**config.mk**
```make
export PLATFORM = sky130hd
export DESIGN_NAME = sar_conv_ctrl
export DESIGN_NICKNAME = d
export VERILOG_FILES = /design/src/rtl/sar_conv_ctrl.sv
export SDC_FILE = /design/constraint.sdc
export NUM_CORES = 1
export LEC_CHECK = 0
export BUFFER_PORTS_ARGS = -buffer_cell sky130_fd_sc_hd__buf_2
export CAP_MARGIN = 20
export CORE_MARGIN = 4
export CORE_UTILIZATION = 45
export DETAILED_ROUTE_END_ITERATION = 8
export PLACE_DENSITY = 0.66
export SYNTH_ARGS = -nofsm -noshare
export SYNTH_HDL_FRONTEND = slang
export SYNTH_SLANG_ARGS = --single-unit
```
**constraint.sdc**
```tcl
create_clock -name clk -period 2.3 [get_ports clk]
set_clock_uncertainty 0.15 [all_clocks]
set_input_delay 0 -clock clk [delete_from_list [all_inputs] [get_ports clk]]
set_output_delay 0 -clock clk [all_outputs]
set_load 0.03 [all_outputs]
```
**src/rtl/sar_conv_ctrl.sv**
```systemverilog
module sar_conv_ctrl #(
  parameter int W   = 12,
  parameter int ACQ = 2
) (
  input  logic         clk,
  input  logic         rst,
  input  logic         conv_n,
  input  logic         rd_n,
  input  logic         cs_n,
  input  logic [1:0]   mode,
  input  logic         cmp_in,
  output logic         hold,
  output logic [W-1:0] trial,
  output logic         stat_n,
  output logic [W-1:0] dout,
  output logic         dout_oe
);
  localparam int IW = $clog2(W);
  localparam int GW = $clog2(ACQ + 1);
  localparam logic [1:0] MODE_CONT = 2'b00;
  localparam logic [1:0] MODE_INT  = 2'b10;
  localparam logic [W-1:0] TOP_BIT = {1'b1, {(W-1){1'b0}}};

  logic [2:0]    sync1, sync2;
  logic          go_q, rdx_q;
  logic          busy, int_f;
  logic [W-1:0]  sar, nxt, res;
  logic [IW-1:0] idx;
  logic [GW-1:0] gap;

  wire go     = ~|sync2;
  wire rd_act = ~sync2[1] & ~sync2[0];
  wire start  = (mode == MODE_CONT) ? (go && gap == '0) : (go && !go_q);
  wire last   = busy && idx == '0;

  always_comb begin
    nxt = sar;
    nxt[idx] = cmp_in;
    if (idx != '0) nxt[idx - 1'b1] = 1'b1;
  end

  always_ff @(posedge clk) begin
    if (rst) begin
      sync1 <= '1;
      sync2 <= '1;
      go_q  <= 1'b0;
      rdx_q <= 1'b0;
      busy  <= 1'b0;
      sar   <= '0;
      idx   <= '0;
      res   <= '0;
      int_f <= 1'b0;
      gap   <= '0;
    end else begin
      sync1 <= {conv_n, rd_n, cs_n};
      sync2 <= sync1;
      go_q  <= go;
      rdx_q <= rd_act;
      if (gap != '0) gap <= gap - 1'b1;
      if (!busy) begin
        if (start) begin
          busy <= 1'b1;
          sar  <= TOP_BIT;
          idx  <= IW'(W - 1);
        end
      end else begin
        sar <= nxt;
        if (idx == '0) begin
          busy <= 1'b0;
          res  <= nxt ^ TOP_BIT;
          gap  <= GW'(ACQ - 1);
        end else begin
          idx <= idx - 1'b1;
        end
      end
      if (last && mode == MODE_INT) int_f <= 1'b1;
      else if (rd_act && !rdx_q)    int_f <= 1'b0;
    end
  end

  assign hold    = busy;
  assign trial   = sar;
  assign dout    = res;
  assign dout_oe = ~rd_n & ~cs_n;
  assign stat_n  = (mode == MODE_INT) ? ~int_f : ~busy;
endmodule

```
==> results of run 1 <==
repair_timing:
| item | in CTS | in global routing |
|---|---|---|
| hold endpoints to repair | 11 | 0 |
| resized for setup | 0 | 0 |
| hold buffers | 7 | 0 |
metal layers:
metal | part of all wire | GRT usage | vias up | routed length [µm]
met5 | 0 | 0 | - | 0
met4 | 0.014 | 0.06126 | 0 | 60
met3 | 0.046 | 0.05000 | 5 | 203
met2 | 0.42 | 0.2517 | 34 | 1857
met1 | 0.52 | 0.2601 | 776 | 2300
li1 | - | - | 864 | -
state kept, by name (all words and copies together) (netlist names):
name,cells
go_q,1
hold,1
sync1,3
rdx_q,1
int_f,1
dout,12
sync2,3
gap,2
trial,12
idx,4
cell type report:
class,count,share of cell area
repair buffers,49,0.1287
flip-flops and latches,40,0.3432
clock buffers,6,0.03110
well taps,50,0.02681
clock inverters,1,0.002145
multi-input cells,154,0.4617
inverters,4,0.006434
cell usage after synthesis (2+ instances only):
master,count,area [µm²]
a221o_1,8,80.08
nand2_1,8,30.03
clkbuf_1,11,41.29
nor3_1,7,35.03
nand2b_1,5,31.28
nand3_1,6,30.03
buf_2,2,10.01
dfxtp_1,40,800.8
inv_1,4,15.01
nor2_1,24,90.09
o211a_1,2,20.02
or2_2,6,37.54
ha_1,6,75.07
a21oi_1,10,50.05
nand3b_1,10,75.07
o21ai_0,5,25.02
o2bb2ai_1,2,17.52
o211ai_1,2,15.01
or3_1,2,12.51
mux2i_1,12,120.1
a211oi_1,5,37.54
o32ai_1,2,17.52
nor2b_1,2,12.51
a211oi_2,5,62.56
a31oi_1,4,25.02
nor3b_1,2,15.01
buf_6,3,33.78
through the flow:
stage / cell area (µm²) / utilization / cells / setup WS, ns / power [mW]
after CTS: 2333 / 0.5631 / 304 / 0.1844 / 1.213
after global placement: 2186 / 0.5275 / 290 / 0.2495 / 0.7661
after floorplan: 1992 / - / 215 / 0.3697 / 0.7486
after global routing: 2333 / 0.5631 / 304 / 0.02262 / 1.247
final: 2333 / 0.5631 / 304 / 0.2010 / 1.197
after detailed placement: 2186 / 0.5275 / 290 / 0.2086 / 0.7666
power by group:
group / internal, mW / total, mW / switching, mW
clock network: 0.206 / 0.438 / 0.232
registers: 0.698 / 0.701 / 0.00304
logic: 0.0251 / 0.0586 / 0.0335
total: 0.929 / 1.20 / 0.268
path summary, 6_finish.rpt:
check / start / end / slack [ns] / cells past startpoint
setup / recovery: idx[0] / dout[2] / 0.20 / 6
hold reg to reg: sync1[1] / sync2[1] / 0.26 / 1
hold / removal: sync1[1] / sync2[1] / 0.26 / 1
setup reg to reg: idx[0] / dout[2] / 0.20 / 6
cell families (layout without fill, tap and decap cells):
| family | Yosys count | in the layout | share of synthesized area |
|---|---|---|---|
| fa+ha+maj | 6 | 6 | 0.03769 |
| compound gates | 56 | 56 | 0.2199 |
| simple gates | 79 | 79 | 0.2173 |
| buf+inv | 21 | 60 | 0.05716 |
| mux | 13 | 13 | 0.06596 |
| flops | 40 | 40 | 0.4020 |
worst max-delay path, stage by stage (launching register included):
cell and delay [ns]:
dfxtp_1 0.38, inv_1 0.14, ha_1 0.17, or3b_1 0.51
nor2_8 0.36, nor2_1 0.08, a211oi_1 0.21
placed cells by master (no fill, tap or decap), types with 2 or more instances in the layout:
cell	netlist	routed
nor3b_1	2	2
ha_1	6	6
inv_1	4	4
nand2_1	8	8
buf_2	2	34
nand3b_1	10	10
nand3_1	6	6
or2_2	6	6
nand2b_1	5	5
nor2b_1	2	2
a211oi_1	5	5
o2bb2ai_1	2	2
buf_4	0	8
clkbuf_8	1	5
nor3_1	7	7
o21ai_0	5	5
a211oi_2	5	5
dfxtp_1	40	40
mux2i_1	12	12
a221o_1	8	8
o32ai_1	2	2
o211ai_1	2	2
o211a_1	2	2
nor2_1	24	24
a31oi_1	4	4
dlygate4sd3_1	0	7
or3_1	2	2
a21oi_1	10	10
==> summary.md, run 1 <==
| Metric | Value |
|---|---|
| WL/cell | roughly 15 µm |
| MaxCap Viol Count | 0 |
| Leak pwr | around 0.95 nW |
| 1st-pass router iterations | 4 |
| Worst slew pin tran | 0.6252 ns |
| Crit path required time | 2.36 ns |
| DRC | 0 |
| Ratio of cells with drive above 1 in the final layout | 0.2441 |
| Vias in the first global route | approximately 1600 |
| First-pass GRT wire length | 7.624 mm |
| WL final | 4.422 mm |
| Tcrit/Tclk final | 0.9126 |
| Clk sink count | 40 |
| Crit-path max FO | 24 |
| Area of the mapped netlist | 1992 µm² |
| CTS max path bufs | 2 |
| DRT antenna net count | 0 |
| Ys flop type | dfxtp_1 |
| Status | complete, no violations |
| Hold slack | 0.2556 ns |
| Clock latency on the worst-skew pair | 0.29 ns |
| Initial DRC Count | 111 |
| NumNets Final | 268 |
| Vias per cell | 5.523 |
| Pwr Density | just over 500 nW/µm² |
| Global route overflow | 0 |
| Slew Limit Headroom | 0.5779 |
| Max frequency | 476.4 MHz |
| Mapped Cells | 215 |
| Post-synthesis async set-or-reset flop share | 0 |
| Peak supply drop | 0.2701 mV |
| Multi-input gate area | 1077 µm² |
| Setup bufs post-CTS | 0 |
| Setup TNS | 0 ns |
| Post-synth EDFFs | 0 |
| Largest net degree at the start of global routing | 25 |
| Finish-stage setup viols | 0 |
| Total CTS buffers | 5 |
| Storage element area | 800.8 µm² |
| Vias | between 1500 and 2000 |
| Initial antenna violation count | 0 |
| CTS tree | built |
| Diode count | 0 |
| Core box area | 4144 µm² |
| Setup CP Type | reg -> reg |
| Arrival time worst endpoint | 2.15 ns |
| Yosys reg bits | 40 |
| Total Routing Usage GR | 0.1786 |
| Sequential share of the synthesized area | 0.4020 |
| Synth warn | 0 |
| CTS Root Cell | clkbuf_8 |
| Syn Nets | 229 |
| Port-buffer cells | 34 |
| RSZ-0062 raised after global routing | no |
| Clock slew seen by the registers of the worst setup and hold paths | ~0.07 ns |
| Die X | 74.53 µm |
| Die area | roughly 5600 µm² |
| Critical Path Sink Type | flip-flop |
| Worst setup SP type | flip-flop |
| Layout fillers | 400 |
| H-Tree Depth | 2 |
| Initial core utilization | 0.4807 |
| Syn_area_per_cell | 9.265 µm² |
| Placer Congestion | around 0.83 |
| Die height | 74.53 µm |
| FP Rows | 23 |
| Slew Limit Fails | 0 |
| Hpwl dp | roughly 3.2 mm |
| Minimum clock period | 2.099 ns |
| I/O Pins | 35 |
| Min-delay worst type | reg -> reg |
| Yosys cell types | between 40 and 50 |
| P&R area growth vs syn | 17.15% |
| Final Hold Fails | 0 |
Note: power is estimated with default switching activity, not from simulation.
==> run 2: changes to the inputs <==
- CORE_MARGIN: 4 -> 2
==> run 2 against run 1 <==
Against the previous run:
- critical path depth decreased by 1
- critical path type unchanged
- power increased by 3.7%
- clock power increased by 11%
==> summary.md, run 2 (same netlist as run 1, synthesis figures left out) <==
| Metric | Value |
|---|---|
| FP Rows | 24 (+4.3%) |
| Finish-stage setup viols | 0 (unchanged) |
| Die area | 4974 µm² (-10%) |
| DRC | 0 (unchanged) |
| Max frequency | 473.2 MHz (-0.68%) |
| Die height | 70.53 µm (-5.4%) |
| Worst slew pin tran | 0.7213 ns (+0.09609 ns) |
| NumNets Final | 267 (-0.37%) |
| Core box area | 4294 µm² (+3.6%) |
| Placed cell area | 2188 µm² (+0.11%) |
| Minimum clock period | 2.113 ns (+0.01442 ns) |
| Leak pwr | 0.9529 nW (+0.21%) |
| Layout fillers | 404 (+1.0%) |
| Setup TNS | 0 ns (unchanged) |
| Final Cell Area | 2340 µm² (+0.27%) |
| Cell Chain, Critical Path | inv_1 -> ha_1 -> or3b_1 -> nor2_4 -> a211oi_1 |
| Vias | 1728 (+2.9%) |
| Slowest CP cell | or3b_1 |
| Clk sink count | 40 (unchanged) |
| Tcrit/Tclk final | 0.9189 (+0.006267) |
| Global route overflow | 0 (unchanged) |
| I/O Pins | 35 (unchanged) |
| Initial core utilization | 0.4639 (-0.01681) |
| Hpwl dp | 3.178 mm (+0.32%) |
| Placer Congestion | 0.8588 (+3.4%) |
| Critical Path Sink Type | flip-flop |
| Clock slew seen by the registers of the worst setup and hold paths | 0.08 ns (about the same) |
| MaxCap Viol Count | 0 (unchanged) |
| Port-buffer cells | 34 (unchanged) |
| RSZ-0062 raised after global routing | no |
| Post-layout util | 0.5449 (-0.01823) |
| Crit-path max FO | 12 (-50%) |
| R2R cell count | 5 (-1) |
| Setup CP Type | reg -> reg |
| Total CTS buffers | 5 (unchanged) |
| Post-CTS sizing | 0 (unchanged) |
| P&R area growth vs syn | 17.46% |
| Crit path required time | 2.32 ns (-0.04 ns) |
| Worst Hold Launch | mode[1] |
| Peak supply drop | 0.3114 mV (+15%) |
| CTS tree | built |
| Pwr Density | 530.7 nW/µm² (+3.4%) |
| Vias per cell | 5.647 (+2.2%) |
| WL final | 4.664 mm (+5.5%) |
| R2r endpoint | dout[2] |
| Largest net degree at the start of global routing | 25 (unchanged) |
| Setup bufs post-CTS | 0 (unchanged) |
| DRT antenna net count | 0 (unchanged) |
| Arrival time worst endpoint | 2.13 ns (-0.02 ns) |
| CTS max path bufs | 2 (unchanged) |
| Min-Delay Endpoint | int_f |
| Diode count | 0 (unchanged) |
| First-pass GRT wire length | 7.859 mm (+3.1%) |
| Most common cell after layout, fill and taps aside | dfxtp_1 |
| Initial DRC Count | 110 (-0.90%) |
| 1st-pass router iterations | 4 (unchanged) |
| Ratio of cells with drive above 1 in the final layout | 0.2480 (+0.003937) |
| Vias in the first global route | 1623 (-0.37%) |
| H-Tree Depth | 2 (unchanged) |
| Worst setup SP type | flip-flop |
| Critical Path Max Stage Delay | 0.57 ns (+0.06 ns) |
| Die X | 70.53 µm (-5.4%) |
| Min-delay worst type | in -> reg |
| FF-to-FF setup slack | 0.19 ns (about the same) |
| WHS Path Cells | 4 (+3) |
| WL/cell | 15.24 µm (+4.8%) |
| Final Hold Fails | 0 (unchanged) |
| Reg-to-Reg Start | idx[0] |
| Slew Limit Fails | 0 (unchanged) |
| Total Routing Usage GR | 0.1984 (+0.01990) |
| Initial antenna violation count | 0 (unchanged) |
| Slew Limit Headroom | 0.5130 (-0.06488) |
| CTS Root Cell | clkbuf_8 |
| Most frequent cells in the layout | dfxtp_1, buf_2, nor2_1 |
| Clock latency on the worst-skew pair | 0.29 ns (about the same) |
| Status | complete, no violations |
-- run 2: where the power goes --
| part | switching (mW) | internal, mW |
|---|---|---|
| logic | 0.0341 | 0.0229 |
| clock network | 0.239 | 0.245 |
| registers | 0.00310 | 0.698 |
| total | 0.276 | 0.966 |
-- run 2: layout make-up --
class / count / area (µm²) / share of cell area
multi-input cells: 155 / 1089 / 0.4652
well taps: 52 / 65.06 / 0.02781
repair buffers: 47 / 280.3 / 0.1198
clock buffers: 8 / 90.09 / 0.03850
inverters: 4 / 15.01 / 0.006417
flip-flops and latches: 40 / 800.8 / 0.3422
-- run 2: what timing repair did --
item | in CTS | in global routing
endpoints found under the setup margin | 0 | 5
hold buffers | 5 | 0
endpoints found under the hold margin | 12 | 0
-- run 2: how the worst max path moves through the flow --
stage	start	to	slack, ns	depth (start not counted)
2_1_floorplan	idx[0]	dout[6]	0.37	9
3_3_place_gp	idx[0]	dout[11]	0.24	6
3_5_place_dp	idx[1]	dout[11]	0.15	6
4_1_cts	idx[0]	dout[11]	0.14	6
5_1_grt	idx[0]	dout[2]	0.03	6
6_report	idx[0]	dout[2]	0.19	5
-- run 2: metrics by stage --
stage | total power [mW] | std cells | hold slack [ns] | worst slack (ns)
2_1_floorplan | 0.7486 | 215 | -0.04619 | 0.3697
3_3_place_gp | 0.7664 | 292 | 0.03306 | 0.2445
3_5_place_dp | 0.7670 | 292 | 0.03355 | 0.1513
4_1_cts | 1.249 | 305 | 0.0007237 | 0.1366
5_1_grt | 1.296 | 306 | 0.01830 | 0.02748
6_report | 1.242 | 306 | 0.006627 | 0.1866
-- run 2: critical path: cells and delay by family, from the launching register on --
kind | cells | cell delay [ns]
AOI/OAI and AO/OA | 1 | 0.13
buffers and inverters | 1 | 0.15
adders and majority gates | 1 | 0.18
and+or+nand+nor | 2 | 0.99
DFF | 1 | 0.38
-- run 2: metal layers --
metal	vias to the layer above	GRT usage	wire (µm)
li1	869	-	-
met1	816	0.2708	2301
met2	36	0.3113	2057
met3	7	0.04986	243
met4	0	0.06289	61
met5	-	0	0
==> run 3: changes to the inputs <==
- CAP_MARGIN: 20 -> unset
- RECOVER_POWER: unset -> 50
==> run 3 against run 2 <==
Against the previous run:
- critical path depth is the same
- largest power group unchanged
- largest cell class unchanged
- utilization shrank 0.85 points
- clock power about the same
- cell area fell by 1.6%
- final cell count did not move
- global-route usage stayed put
- combinational power is 3% lower
- critical path type unchanged
- critical endpoint is now dout[7]
==> summary.md, run 3 (same netlist as run 1, synthesis figures left out) <==
| Metric | Value |
|---|---|
| Status | complete, no violations |
| Total Routing Usage GR | 0.1984 (unchanged) |
| Clock slew seen by the registers of the worst setup and hold paths | 0.08 ns (about the same) |
| Slew Limit Headroom | 0.3200 (-0.1930) |
| Placer Congestion | 0.8588 (unchanged) |
| CTS Root Cell | clkbuf_8 |
| FP Rows | 24 (unchanged) |
| First-pass GRT wire length | 7.859 mm (unchanged) |
| Leak pwr | 0.8385 nW (-12%) |
| Crit path required time | 2.29 ns (-0.03 ns) |
| Critical Path Sink Type | flip-flop |
| Vias in the first global route | 1623 (unchanged) |
| Ratio of cells with drive above 1 in the final layout | 0.1417 (-0.1063) |
| Switching share of power | 0.2229 (+0.0004784) |
| NumNets Final | 267 (unchanged) |
| Internal power | 0.9645 mW (-0.12%) |
| Hold slack | 0.006890 ns (+0.0002629 ns) |
| Die area | 4974 µm² (unchanged) |
| Reg-to-Reg Start | idx[0] |
| Diode count | 0 (unchanged) |
| Vias per cell | 5.693 (+0.81%) |
| Max frequency | 467.4 MHz (-1.2%) |
| Die height | 70.53 µm (unchanged) |
| WL/cell | 15.22 µm (-0.17%) |
| Peak supply drop | 0.3125 mV (+0.34%) |
| Clk sink count | 40 (unchanged) |
| 1st-pass router iterations | 4 (unchanged) |
| Crit. Startpoint | idx[0] |
| Worst slew pin tran | 1.020 ns (+0.2987 ns) |
| Seq pwr share | 0.565 (about the same) |
| WHS Path Cells | 4 (unchanged) |
| Most frequent cells in the layout | dfxtp_1, clkbuf_1, nor2_1 |
| P&R area growth vs syn | 15.64% |
| Initial antenna violation count | 0 (unchanged) |
| Tcrit/Tclk final | 0.9302 (+0.01133) |
| RSZ-0062 raised after global routing | no |
| Global route overflow | 0 (unchanged) |
| Crit-path max FO | 12 (unchanged) |
| DRT antenna net count | 0 (unchanged) |
| Min-delay worst type | in -> reg |
| Storage element area | 800.8 µm² (unchanged) |
| Most common cell after layout, fill and taps aside | dfxtp_1 |
| Pre-CTS WS | 0.1513 ns (unchanged) |
| Minimum clock period | 2.139 ns (+0.02607 ns) |
| Final Hold Fails | 0 (unchanged) |
| Layout fillers | 421 (+4.2%) |
| R2R cell count | 5 (unchanged) |
| Hpwl dp | 3.178 mm (unchanged) |
| Worst setup SP type | flip-flop |
| Initial DRC Count | 131 (+19%) |
| Vias | 1742 (+0.81%) |
| Largest net degree at the start of global routing | 25 (unchanged) |
| CTS tree | built |
| Finish-stage setup viols | 0 (unchanged) |
| Pwr Density | 538.8 nW/µm² (+1.5%) |
| Setup TNS | 0 ns (unchanged) |
| Post-CTS sizing | 0 (unchanged) |
| Critical Path Max Stage Delay | 0.57 ns (about the same) |
| P_sw | 0.2766 mW (+0.16%) |
| Clock power share | 0.390 (about the same) |
| Cell count along the critical path | 5 (unchanged) |
| H-Tree Depth | 2 (unchanged) |
| Core box area | 4294 µm² (unchanged) |
| Setup CP Type | reg -> reg |
| Logic gate share of total power | 0.045 (about the same) |
| PnR worst setup slack | 0.1605 ns (-0.02607 ns) |
| Multi-input gate area | 1089 µm² (unchanged) |
| Cell Chain, Critical Path | inv_1 -> ha_1 -> or3b_1 -> nor2_4 -> a211oi_2 |
| Slew Limit Fails | 0 (unchanged) |
| Arrival time worst endpoint | 2.13 ns (about the same) |
| Initial core utilization | 0.4639 (unchanged) |
| Slowest CP cell | or3b_1 |
| WL final | 4.656 mm (-0.17%) |
| Setup bufs post-CTS | 0 (unchanged) |
| Worst Hold Launch | mode[1] |
| Die X | 70.53 µm (unchanged) |
| MaxCap Viol Count | 0 (unchanged) |
| Clock latency on the worst-skew pair | 0.29 ns (about the same) |
| Delay-heaviest family, CP | simple AND/OR/NAND/NOR gates |
| CTS max path bufs | 2 (unchanged) |
| Worst Path Buf+Inv | 1 (unchanged) |
| Total CTS buffers | 5 (unchanged) |
| DP Cell Count | 292 (unchanged) |
| Port-buffer cells | 34 (unchanged) |
| DRC | 0 (unchanged) |
| I/O Pins | 35 (unchanged) |
| Fin cells | 306 (unchanged) |
-- run 3: cell count changes in the layout (fill, tap and decap cells not counted), sizes merged --
cell,previous run,this run
clkbuf,8,35
buf,42,15
-- run 3: stage by stage --
step	total power [mW]	cell area, µm²	util
3_3_place_gp	0.7664	2188	0.5096
5_1_grt	1.295	2303	0.5364
3_5_place_dp	0.7670	2188	0.5096
2_1_floorplan	0.7486	1992	-
6_report	1.241	2303	0.5364
4_1_cts	1.249	2328	0.5422
-- run 3: what timing repair did --
item,in CTS,in global routing
hold buffers,5,0
endpoints found under the hold margin,12,0
setup endpoints to repair,0,5
-- run 3: worst reg2reg max path, cell delays in order, from the launching register on --
cell      delay [ns]
dfxtp_1         0.38
inv_1           0.15
ha_1            0.18
or3b_1          0.57
nor2_4          0.43
a211oi_2        0.12
-- run 3: layout make-up --
type                    instances  area share
flip-flops and latches         40      0.3476
multi-input cells             155      0.4726
well taps                      52     0.02825
repair buffers                 47      0.1059
inverters                       4    0.006518
clock buffers                   8     0.03911
-- run 3: final timing paths --
check	end	slack (ns)
setup reg to reg	dout[7]	0.16
hold / removal	int_f	0.007
hold reg to reg	sync2[0]	0.26
setup / recovery	dout[7]	0.16
-- run 3: power groups by stage --
stage / registers (mW) / clock network (mW) / logic (mW)
6_report: 0.701 / 0.484 / 0.0556
3_3_place_gp: 0.717 / 0 / 0.0493
2_1_floorplan: 0.718 / 0 / 0.0308
5_1_grt: 0.702 / 0.532 / 0.0610
4_1_cts: 0.701 / 0.492 / 0.0564
3_5_place_dp: 0.717 / 0 / 0.0497
-- run 3: metal layers --
layer	part of all wire	wire length, µm	track usage
met1	0.49	2298	0.2708
met2	0.45	2081	0.3113
met3	0.046	214	0.04986
met4	0.013	61	0.06289
met5	0	0	0
